### src/rtl/gpio4_pkg.sv
package gpio4_pkg;
    typedef enum logic [1:0] {
        SEL_INPUT  = 2'd0,
        SEL_DRIVE  = 2'd1,
        SEL_INVERT = 2'd2,
        SEL_DIR    = 2'd3
    } reg_sel_e;
endpackage

### src/rtl/gpio4_pin_sync.sv
module gpio4_pin_sync #(
    parameter int WIDTH  = 4,
    parameter int STAGES = 2
) (
    input  logic             clk,
    input  logic             rst_n,
    input  logic [WIDTH-1:0] raw_i,
    output logic [WIDTH-1:0] sync_o
);
    logic [WIDTH-1:0] chain_q [STAGES];

    genvar s;
    generate
        for (s = 0; s < STAGES; s++) begin : g_stage
            always_ff @(posedge clk or negedge rst_n) begin
                if (!rst_n) begin
                    chain_q[s] <= '1;
                end else if (s == 0) begin
                    chain_q[s] <= raw_i;
                end else begin
                    chain_q[s] <= chain_q[(s == 0) ? 0 : s-1];
                end
            end
        end
    endgenerate

    assign sync_o = chain_q[STAGES-1];
endmodule

### src/rtl/gpio4_ctrl_regs.sv
module gpio4_ctrl_regs
    import gpio4_pkg::*;
#(
    parameter int PINS = 4,
    parameter int DW   = 8
) (
    input  logic            clk,
    input  logic            rst_n,
    input  logic            wr_en,
    input  logic [1:0]      sel,
    input  logic [DW-1:0]   wr_data,
    output logic [PINS-1:0] dir_q,
    output logic [PINS-1:0] drv_q,
    output logic [PINS-1:0] inv_q
);
    logic [PINS-1:0] wr_bits;
    logic            hit_dir;
    logic            hit_drv;
    logic            hit_inv;

    assign wr_bits = wr_data[PINS-1:0];

    always_comb begin
        hit_dir = 1'b0;
        hit_drv = 1'b0;
        hit_inv = 1'b0;
        if (wr_en) begin
            unique case (reg_sel_e'(sel))
                SEL_INPUT:  ;
                SEL_DRIVE:  hit_drv = 1'b1;
                SEL_INVERT: hit_inv = 1'b1;
                SEL_DIR:    hit_dir = 1'b1;
                default:    ;
            endcase
        end
    end

    genvar b;
    generate
        for (b = 0; b < PINS; b++) begin : g_bit
            always_ff @(posedge clk or negedge rst_n) begin
                if (!rst_n) begin
                    dir_q[b] <= 1'b1;
                    drv_q[b] <= 1'b1;
                    inv_q[b] <= 1'b0;
                end else begin
                    if (hit_dir) dir_q[b] <= wr_bits[b];
                    if (hit_drv) drv_q[b] <= wr_bits[b];
                    if (hit_inv) inv_q[b] <= wr_bits[b];
                end
            end
        end
    endgenerate

    // a write with select 0 leaves every register unchanged
    p_input_wr_ignored_r3: assert property (@(posedge clk) disable iff (!rst_n)
        (wr_en && sel == 2'd0) |=> ($stable(dir_q) && $stable(drv_q) && $stable(inv_q)));

    // a drive write stores only the low bits
    p_drive_wr_r6: assert property (@(posedge clk) disable iff (!rst_n)
        (wr_en && sel == 2'd1) |=> (drv_q == $past(wr_data[PINS-1:0])));

    // an inversion write stores the mask
    p_invert_wr_r5: assert property (@(posedge clk) disable iff (!rst_n)
        (wr_en && sel == 2'd2) |=> (inv_q == $past(wr_data[PINS-1:0])));

    // no strobe, no change
    p_regs_hold_r9: assert property (@(posedge clk) disable iff (!rst_n)
        !wr_en |=> ($stable(dir_q) && $stable(drv_q) && $stable(inv_q)));
endmodule

### src/rtl/gpio4_read_mux.sv
module gpio4_read_mux
    import gpio4_pkg::*;
#(
    parameter int PINS = 4,
    parameter int DW   = 8
) (
    input  logic            clk,
    input  logic            rst_n,
    input  logic            rd_en,
    input  logic [1:0]      sel,
    input  logic [PINS-1:0] pin_sync,
    input  logic [PINS-1:0] dir_q,
    input  logic [PINS-1:0] drv_q,
    input  logic [PINS-1:0] inv_q,
    output logic [DW-1:0]   rd_data
);
    localparam int UPPER = DW - PINS;
    localparam logic [UPPER-1:0] FILL_ONES  = '1;
    localparam logic [UPPER-1:0] FILL_ZEROS = '0;

    logic [DW-1:0] rd_next;

    always_comb begin
        rd_next = '0;
        unique case (reg_sel_e'(sel))
            SEL_INPUT:  rd_next = {FILL_ONES,  pin_sync ^ inv_q};
            SEL_DRIVE:  rd_next = {FILL_ONES,  drv_q};
            SEL_INVERT: rd_next = {FILL_ZEROS, inv_q};
            SEL_DIR:    rd_next = {FILL_ONES,  dir_q};
            default:    rd_next = '0;
        endcase
    end

    always_ff @(posedge clk or negedge rst_n) begin
        if (!rst_n) begin
            rd_data <= '0;
        end else if (rd_en) begin
            rd_data <= rd_next;
        end
    end

    // read data holds without a strobe
    p_rd_hold_r9: assert property (@(posedge clk) disable iff (!rst_n)
        !rd_en |=> $stable(rd_data));

    // inversion read has zero upper bits
    p_upper_zero_r7: assert property (@(posedge clk) disable iff (!rst_n)
        (rd_en && sel == 2'd2) |=> (rd_data[DW-1:PINS] == FILL_ZEROS));

    // other reads have ones in the upper bits
    p_upper_ones_r7: assert property (@(posedge clk) disable iff (!rst_n)
        (rd_en && sel != 2'd2) |=> (rd_data[DW-1:PINS] == FILL_ONES));

    // drive read returns the stored value
    p_drive_read_r6: assert property (@(posedge clk) disable iff (!rst_n)
        (rd_en && sel == 2'd1) |=> (rd_data[PINS-1:0] == $past(drv_q)));
endmodule

### src/rtl/gpio4_bank.sv
module gpio4_bank #(
    parameter int PINS        = 4,
    parameter int DW          = 8,
    parameter int SYNC_STAGES = 2
) (
    input  logic          clk,
    input  logic          rst_n,
    input  logic [1:0]    reg_sel,
    input  logic          wr_en,
    input  logic [DW-1:0] wr_data,
    input  logic          rd_en,
    output logic [DW-1:0] rd_data,
    input  logic [PINS-1:0] pin_in,
    output logic [PINS-1:0] pin_oe,
    output logic [PINS-1:0] pin_out
);
    logic [PINS-1:0] dir_q;
    logic [PINS-1:0] drv_q;
    logic [PINS-1:0] inv_q;
    logic [PINS-1:0] pin_sync;

    gpio4_pin_sync #(.WIDTH(PINS), .STAGES(SYNC_STAGES)) u_sync (
        .clk    (clk),
        .rst_n  (rst_n),
        .raw_i  (pin_in),
        .sync_o (pin_sync)
    );

    gpio4_ctrl_regs #(.PINS(PINS), .DW(DW)) u_regs (
        .clk     (clk),
        .rst_n   (rst_n),
        .wr_en   (wr_en),
        .sel     (reg_sel),
        .wr_data (wr_data),
        .dir_q   (dir_q),
        .drv_q   (drv_q),
        .inv_q   (inv_q)
    );

    gpio4_read_mux #(.PINS(PINS), .DW(DW)) u_rd (
        .clk      (clk),
        .rst_n    (rst_n),
        .rd_en    (rd_en),
        .sel      (reg_sel),
        .pin_sync (pin_sync),
        .dir_q    (dir_q),
        .drv_q    (drv_q),
        .inv_q    (inv_q),
        .rd_data  (rd_data)
    );

    genvar p;
    generate
        for (p = 0; p < PINS; p++) begin : g_pad
            assign pin_oe[p]  = ~dir_q[p];
            assign pin_out[p] = dir_q[p] ? 1'b0 : drv_q[p];
        end
    endgenerate

    // a direction write sets the enables on the next edge
    p_dir_wr_r4: assert property (@(posedge clk) disable iff (!rst_n)
        (wr_en && reg_sel == 2'd3) |=> (pin_oe == ~$past(wr_data[PINS-1:0])));

    // an input pin never drives high
    p_input_quiet_r4: assert property (@(posedge clk) disable iff (!rst_n)
        ((pin_out & ~pin_oe) == '0));

    // a select-0 write leaves the pad outputs alone
    p_pads_stable_r3: assert property (@(posedge clk) disable iff (!rst_n)
        (wr_en && reg_sel == 2'd0) |=> ($stable(pin_oe) && $stable(pin_out)));
endmodule

### config.mk
export PLATFORM = sky130hd
export DESIGN_NAME = gpio4_bank
export DESIGN_NICKNAME = d
export VERILOG_FILES = /design/src/rtl/gpio4_pkg.sv /design/src/rtl/gpio4_pin_sync.sv /design/src/rtl/gpio4_ctrl_regs.sv /design/src/rtl/gpio4_read_mux.sv /design/src/rtl/gpio4_bank.sv
export SDC_FILE = /design/constraint.sdc
export NUM_CORES = 1
export LEC_CHECK = 0
export BUFFER_PORTS_ARGS = -buffer_cell sky130_fd_sc_hd__clkbuf_2
export CAP_MARGIN = 30
export CORE_MARGIN = 2
export CORE_UTILIZATION = 45
export CTS_BUF_LIST = sky130_fd_sc_hd__clkbuf_4
export DETAILED_ROUTE_END_ITERATION = 10
export PLACE_DENSITY = 0.83
export SYNTH_ARGS = -nofsm -noshare
export SYNTH_HDL_FRONTEND = slang
export SYNTH_SLANG_ARGS = --single-unit
### constraint.sdc
create_clock -name clk -period 1.1 [get_ports clk]
set_clock_uncertainty 0.15 [all_clocks]
set_input_delay 0.11 -clock clk [delete_from_list [all_inputs] [get_ports clk]]
set_output_delay 0.11 -clock clk [all_outputs]
set_load 0.02 [all_outputs]
Word-level counts from Yosys, hierarchy flattened. Cells that the tools add are included.

Div/mod/pow operators: 0. Reduce and logical (&&, ||, !) cells: 1. $mul: 0. Shifts and indexed selects: 0. Bitwise operators: 5. Multiplexer cells: 11. Eq/ne operators: 3. Add/sub/neg operators: 0. Magnitude comparators: 0.

Operator list (count): $pmux W8 S4 (1); $mux W1 (10); $eq A2 B2 Y1 const B (2); $not A1 Y1 (4); $xor A4 B4 Y4 (1); $eq A2 B1 Y1 const B (1); $logic_not A2 Y1 (1).

Latch bits: 0. Bits in writable memories: 0. Output and inout port bits: 16. Input bits: 18. Flip-flop bits (word level): 28. Bits in read-only memories: 0. Memories: 0.

Longest topological paths before layout. Gate-level depths: netlist of run 1.

Word-level depth: 3. Mapped depth: 4. Depth with buffers taken out: 3.

Modules after synthesis. Synthesis of run 1 repeated with hierarchy kept, for this count alone.

Cell total of the unflattened synthesis: 90. Area total of the unflattened synthesis: 1117.3 sq um.

Modules (own cells, without submodules): gpio4_ctrl_regs (instances 1, sequential area each 310.3 sq um, cells each 27, area each 465.4 sq um); gpio4_read_mux (instances 1, sequential area each 125.1 sq um, cells each 43, area each 371.6 sq um); gpio4_pin_sync (instances 1, sequential area each 210.2 sq um, cells each 12, area each 240.2 sq um); gpio4_bank (instances 1, sequential area each 0.0 sq um, cells each 8, area each 40.0 sq um).

Worst setup path before layout of run 1. OpenSTA, ideal clock, no wires.

Kind: reg-to-output. Start point: reg u_regs.drv_q[0]. End point: out pin_out[0]. Arrival: 0.842 ns. Setup slack: -0.002 ns. Stages on the path, launching flop included: 2. Cells stage by stage: dfstp_2 > nor2b_1.

Word-level cells in the longest chain between the ends: 1.

RTL lines: from (decl) (line gpio4_ctrl_regs.sv:13) `output logic [PINS-1:0] drv_q,`; from (signal, indexed assignment) (line gpio4_ctrl_regs.sv:48) `if (hit_drv) drv_q[b] <= wr_bits[b];`; $mux W1 (line gpio4_bank.sv:56) `assign pin_out[p] = dir_q[p] ? 1'b0 : drv_q[p];`; to (decl) (line gpio4_bank.sv:15) `output logic [PINS-1:0] pin_out`.

No other way between the ends.

Final worst setup path of run 1.
Start point: reg u_regs.drv_q[1]. End point: out pin_out[1].

Same word-level chain as after synthesis.

==> run summary, run 1 <==
leakage power figure -> 0.000806 uW
number of DRC markers in iteration 0 -> 9
initial antenna violation count -> 0
Synth area leaders -> dfstp_2 38%, dfrtp_1 20%, mux2_2 12%
relative slew slack -> 0.793
Max-Cap Viols -> 0
worst endpoint required time -> 0.84 ns
# fillers -> 149
Final Hold Fails -> 0
most frequent cell after synthesis -> dfstp_2
mapped cell area -> 0.00111 mm2
CTS tree -> done
Synth async-reset ratio -> 1.00
Critical Path Start Type -> flop
Synth area leader -> dfstp_2
fin cells -> 171
most frequent cells after synthesis -> 16 x dfstp_2, 12 x mux2_2, 9 x dfrtp_1, 9 x inv_1, 5 x nor2_1
ys flop type -> dfstp_2
vias post-DR -> 858
hpwl dp -> 1510 um
Final Setup Violations -> 20
CP arrival -> 1.15 ns
total CTS buffers -> 3
synthesis warning total -> 0
Post-Syn Nets -> 104
clock root cell -> clkbuf_4
Core Area -> 0.00241 mm2
H-tree depth -> 1
fin crit share -> 1.28
DIE AREA -> 0.00289 mm2
wirelength, routed -> 2360 um
Via density -> 5.02
status -> finished, violations left
Final Net Count -> 160
CTS max path bufs -> 2
max-slew violations -> 0
DR WL/cell -> 13.8 um
Setup crit end kind -> output pin
EDFF count, synth -> 0
n_diodes -> 0
Mapped Cells -> 86
worst hold path class -> in2async
fraction of final layout cells sized beyond drive strength 1 -> 0.631
min cycle time layout -> 1.41 ns
Row Count -> 18
first-pass GRT wire length -> 3720 um
drc violations -> 0
Least-Margin Pin Slew -> 0.311 ns
Worst R2R Path Depth -> 4
Routed Antenna Nets -> 0
maximum clock frequency -> 710 MHz
unrepaired setup endpoints after global routing -> true
area delta synth->final -> 54.4%
count of cell types in the netlist -> 20
reg2reg start -> u_regs.dir_q[0]
# clock sinks -> 25
failing checks -> negative setup slack
CP max FO -> 3
Pwr Density -> 1500 mW/mm2
Max VDD drop -> 0.00146 V
Synth Register Bits -> 25
post-synth top area share -> 0.378
Die Width -> 53.7 um
largest net degree at the start of global routing -> 15
Pre-antenna DRT Iters -> 6
vias in the first global route -> 880
Placer Congestion -> 0.725
Mapped Avg Cell Area -> 12.9 um2
r2r endpoint -> u_rd.rd_data[0]
Die Ht -> 53.7 um
R2R setup slack -> -0.20 ns
cell area after layout -> 0.00172 mm2
I/O Pins -> 34
GRT overflow -> 0
Global Route Usage Sum -> 0.186
critical path type -> reg2out
Initial Util -> 0.462
placed cell count -> 147
PnR worst setup slack -> -0.309 ns
Worst-path clk slew -> 0.12 ns
sequential share of the synthesized area -> 0.580
Cell Area, Placed -> 0.00134 mm2
port bufs -> 29
worst hold slack -> 0.0541 ns
clk_lat worst skew -> 0.32 ns
## worst max-delay path: stages, from the launching register on
cell and delay (ns):
dfstp_2 0.56, nor2b_4 0.15, buf_8 0.11
## how the worst max path moves through the flow
stage                       to            start  slack (ns)  cells past startpoint
4_1_cts             pin_out[1]  u_regs.drv_q[1]       -0.33                      2
5_1_grt             pin_out[1]  u_regs.drv_q[1]       -0.35                      2
3_3_place_gp   u_regs.inv_q[1]       reg_sel[0]      -0.004                      4
2_1_floorplan  u_rd.rd_data[3]  u_regs.dir_q[3]        0.07                      3
3_5_place_dp   u_rd.rd_data[1]       reg_sel[0]       -0.04                      5
6_report            pin_out[1]  u_regs.drv_q[1]       -0.31                      2
## power by group
| part | switching (uW) | leakage [uW] | internal, uW |
|---|---|---|---|
| clock network | 252 | 0.0000184 | 167 |
| logic | 375 | 0.000513 | 551 |
| registers | 124 | 0.000274 | 1100 |
| total | 751 | 0.000806 | 1820 |
## state kept, by name, summed over array words and instances, names as in the netlist
name	count
u_rd.rd_data	5
u_regs.dir_q	4
u_regs.drv_q	4
u_regs.inv_q	4
u_sync.chain_q	4
u_sync.sync_o	4
## metal layers
| layer | up-vias | part of all wire | global-route usage |
|---|---|---|---|
| met2 | 30 | 0.50 | 0.303 |
| met3 | 7 | 0.055 | 0.0389 |
| met1 | 424 | 0.41 | 0.221 |
| li1 | 397 | - | - |
| met5 | - | 0 | 0 |
| met4 | 0 | 0.028 | 0.120 |
## final cells by class
type / count / area, um2 / area share
clock buffer: 4 / 30.0 / 0.0175
multi-input combinational: 47 / 424 / 0.247
inverter: 9 / 33.8 / 0.0197
timing repair buffer: 56 / 546 / 0.318
tap: 30 / 37.5 / 0.0218
sequential: 25 / 647 / 0.377
## cell usage in the layout, fill, tap and decap left out, types with 2 or more instances in the layout
master	n
nor2b_4	4
dfstp_2	16
o22ai_1	4
clkbuf_4	4
mux2i_1	4
o21ai_0	4
buf_8	10
mux2_2	12
buf_12	2
o21bai_1	4
dlygate4sd3_1	11
buf_6	8
dfrtp_1	8
inv_1	5
clkbuf_2	13
nor2_1	5
buf_4	12
xor2_1	4
inv_2	4
## cell families after synthesis
| kind of cell | after synthesis | synth area share |
|---|---|---|
| multiplexers | 16 | 0.157 |
| buffers and inverters | 14 | 0.0652 |
| flip-flops | 25 | 0.580 |
| AO/OA/AOI/OAI | 13 | 0.0731 |
| XOR/XNOR | 4 | 0.0315 |
| AND/OR/NAND/NOR | 14 | 0.0922 |
## per-stage QoR
stage,setup slack [ns],total power (uW),TNS (ns),utilization
after floorplan,0.0687,1580,0,-
after global routing,-0.345,2680,-3.95,0.713
after detailed placement,-0.0438,1800,-0.118,0.558
final,-0.309,2570,-3.31,0.713
after CTS,-0.333,2450,-3.22,0.683
after global placement,-0.00369,1770,-0.0113,0.558
## what timing repair did
item / 4_1_cts / 5_1_grt
pin swaps: 1 / 0
gates resized for setup: 30 / 29
endpoints found under the hold margin: 42 / 0
hold buffers: 11 / 0
setup endpoints to repair: 20 / 20
buffers inserted: 6 / 3
No activity file was read; power rests on OpenSTA's default activity.
==> run 2: changes to the inputs <==
==> constraint.sdc (replaced) <==
create_clock -name clk -period 1.64 [get_ports clk]
set_clock_uncertainty 0.15 [all_clocks]
set_input_delay 0.164 -clock clk [delete_from_list [all_inputs] [get_ports clk]]
set_output_delay 0.164 -clock clk [all_outputs]
set_load 0.02 [all_outputs]
==> run summary, run 2 (synthesized netlist as in run 1, its figures left out) <==
switching fraction of total power -> 0.309 (+0.0167)
CTS tree -> done
DIE AREA -> 0.00289 mm2 (unchanged)
fin crit share -> 0.912
Critical Path Start Type -> flop
largest net degree at the start of global routing -> 26 (+11)
area delta synth->final -> 26.0%
most common cell after layout, fill and taps aside -> clkbuf_2
crit-path max cell delay -> 0.56 ns (about the same)
clock root cell -> clkbuf_4
DR WL/cell -> 13.4 um (-2.8%)
Via density -> 4.83 (-3.8%)
worst endpoint required time -> 1.33 ns (+0.49 ns)
Final Setup Violations -> 0 (-100%)
Worst-path clk slew -> 0.14 ns (+0.02 ns)
fraction of final layout cells sized beyond drive strength 1 -> 0.516 (-0.115)
most frequent cells in the layout -> 29 x clkbuf_2, 16 x dfstp_2, 12 x mux2_2
Final Power -> 1450 uW (-43%)
Routed Antenna Nets -> 0 (unchanged)
total CTS buffers -> 3 (unchanged)
Initial Util -> 0.462 (unchanged)
wirelength, routed -> 2090 um (-11%)
Max-Cap Viols -> 0 (unchanged)
drc violations -> 0 (unchanged)
relative slew slack -> 0.597 (-0.195)
min cycle time layout -> 1.50 ns
Clk pwr share -> 0.184 (+0.021)
clk_lat worst skew -> 0.32 ns (about the same)
port bufs -> 29 (unchanged)
Final Hold Fails -> 0 (unchanged)
Global Route Usage Sum -> 0.163 (-0.0226)
first-pass GRT wire length -> 3270 um (-12%)
Pre-antenna DRT Iters -> 4 (-2)
I/O Pins -> 34 (unchanged)
Die Ht -> 53.7 um (unchanged)
Crit-path slowest cell -> dfstp_2
Placer Congestion -> 0.772 (+6.6%)
PnR worst setup slack -> 0.144 ns (+0.453 ns)
Core Area -> 0.00241 mm2 (unchanged)
vias post-DR -> 753 (-12%)
maximum clock frequency -> 669 MHz
worst hold path class -> in2reg
Die Width -> 53.7 um (unchanged)
status -> finished, final reports clean
CTS max path bufs -> 2 (unchanged)
unrepaired setup endpoints after global routing -> false
CP arrival -> 1.18 ns (+0.03 ns)
Finished Core Util -> 0.582 (-0.131)
Least-Margin Pin Slew -> 0.604 ns (+0.293 ns)
leakage power figure -> 0.000663 uW (-18%)
sequential share of power -> 0.554 (+0.076)
CP top delay family -> flip-flops
number of DRC markers in iteration 0 -> 14 (+5)
Final Net Count -> 145 (-9.4%)
Place WS -> 0.330 ns (+0.373 ns)
CP max FO -> 3 (unchanged)
combinational share of power -> 0.262 (-0.098)
crit path buf inv count -> 1 (unchanged)
Max VDD drop -> 0.000793 V (-46%)
critical-path cell list -> nor2b_1 > clkbuf_2
setup TNS -> 0 ns (+3.31 ns)
Net Sw Power -> 449 uW (-40%)
Setup crit end kind -> output pin
Most flops, register -> u_rd.rd_data
hpwl dp -> 1430 um (-5.3%)
initial antenna violation count -> 0 (unchanged)
H-tree depth -> 1 (unchanged)
max-slew violations -> 0 (unchanged)
max reg flops -> 5 (unchanged)
Pwr Density -> 1040 mW/mm2 (-31%)
n_diodes -> 0 (unchanged)
critical path type -> reg2out
Row Count -> 18 (unchanged)
internal power -> 1010 uW (-45%)
vias in the first global route -> 759 (-14%)
# clock sinks -> 25 (unchanged)
GRT overflow -> 0 (unchanged)
run 2: final cells by class:
cell class | instances | area, um2
Fill cell | 212 | 1010
Sequential cell | 25 | 646
Multi-Input combinational cell | 47 | 394
Timing Repair Buffer | 41 | 263
Tap cell | 30 | 37.5
Inverter | 9 | 33.8
Clock buffer | 3 | 22.5
Clock inverter | 1 | 5.00
run 2: power by group through the flow:
stage               logic [uW]  clock network, uW  registers, uW
floorplan                  228                  0            824
global placement           351                  0            809
detailed placement         362                  0            817
CTS                        384                283            807
global route               419                315            819
finish                     381                268            806
run 2: what timing repair did:
item                                   in CTS  in global routing
hold buffers                               11                  0
setup buffers                               0                  0
endpoints found under the hold margin      26                  0
resized for setup                           0                  0
run 2: metrics by stage:
step	std cells	area (um2)	hold slack (ns)
floorplan	86	1110	-0.282
finish	156	1400	0.104
global placement	141	1260	0.0343
detailed placement	141	1260	0.0453
CTS	156	1400	0.0957
global route	156	1400	0.109
run 2: final timing paths:
check / cells past startpoint / slack [ns] / to / start
max: 2 / 0.14 / pin_out[3] / u_regs.drv_q[3]
min: 3 / 0.10 / u_rd.rd_data[0] / reg_sel[0]
max reg2reg: 3 / 0.52 / u_rd.rd_data[3] / u_regs.dir_q[3]
min reg2reg: 0 / 0.21 / u_sync.sync_o[1] / u_sync.chain_q[5]
max in group asynchronous: 2 / 0.72 / u_regs.inv_q[1] / rst_n
min in group asynchronous: 2 / 0.21 / u_rd.rd_data[6] / rst_n
run 2: metal layers:
layer / up-vias / wire length, um / share of wire / track usage
met1: 358 / 878 / 0.42 / 0.194
met4: 0 / 40 / 0.019 / 0.0855
li1: 365 / - / - / -
met2: 25 / 1080 / 0.52 / 0.276
met5: - / 0 / 0 / 0
met3: 5 / 94 / 0.045 / 0.0333
run 2: tightest hold or removal path, delay by kind of cell:
| kind | cells | cell delay [ns] |
|---|---|---|
| buffers and inverters | 1 | 0.17 |
| and+or+nand+nor | 1 | 0.13 |
| AOI/OAI and AO/OA | 1 | 0.08 |
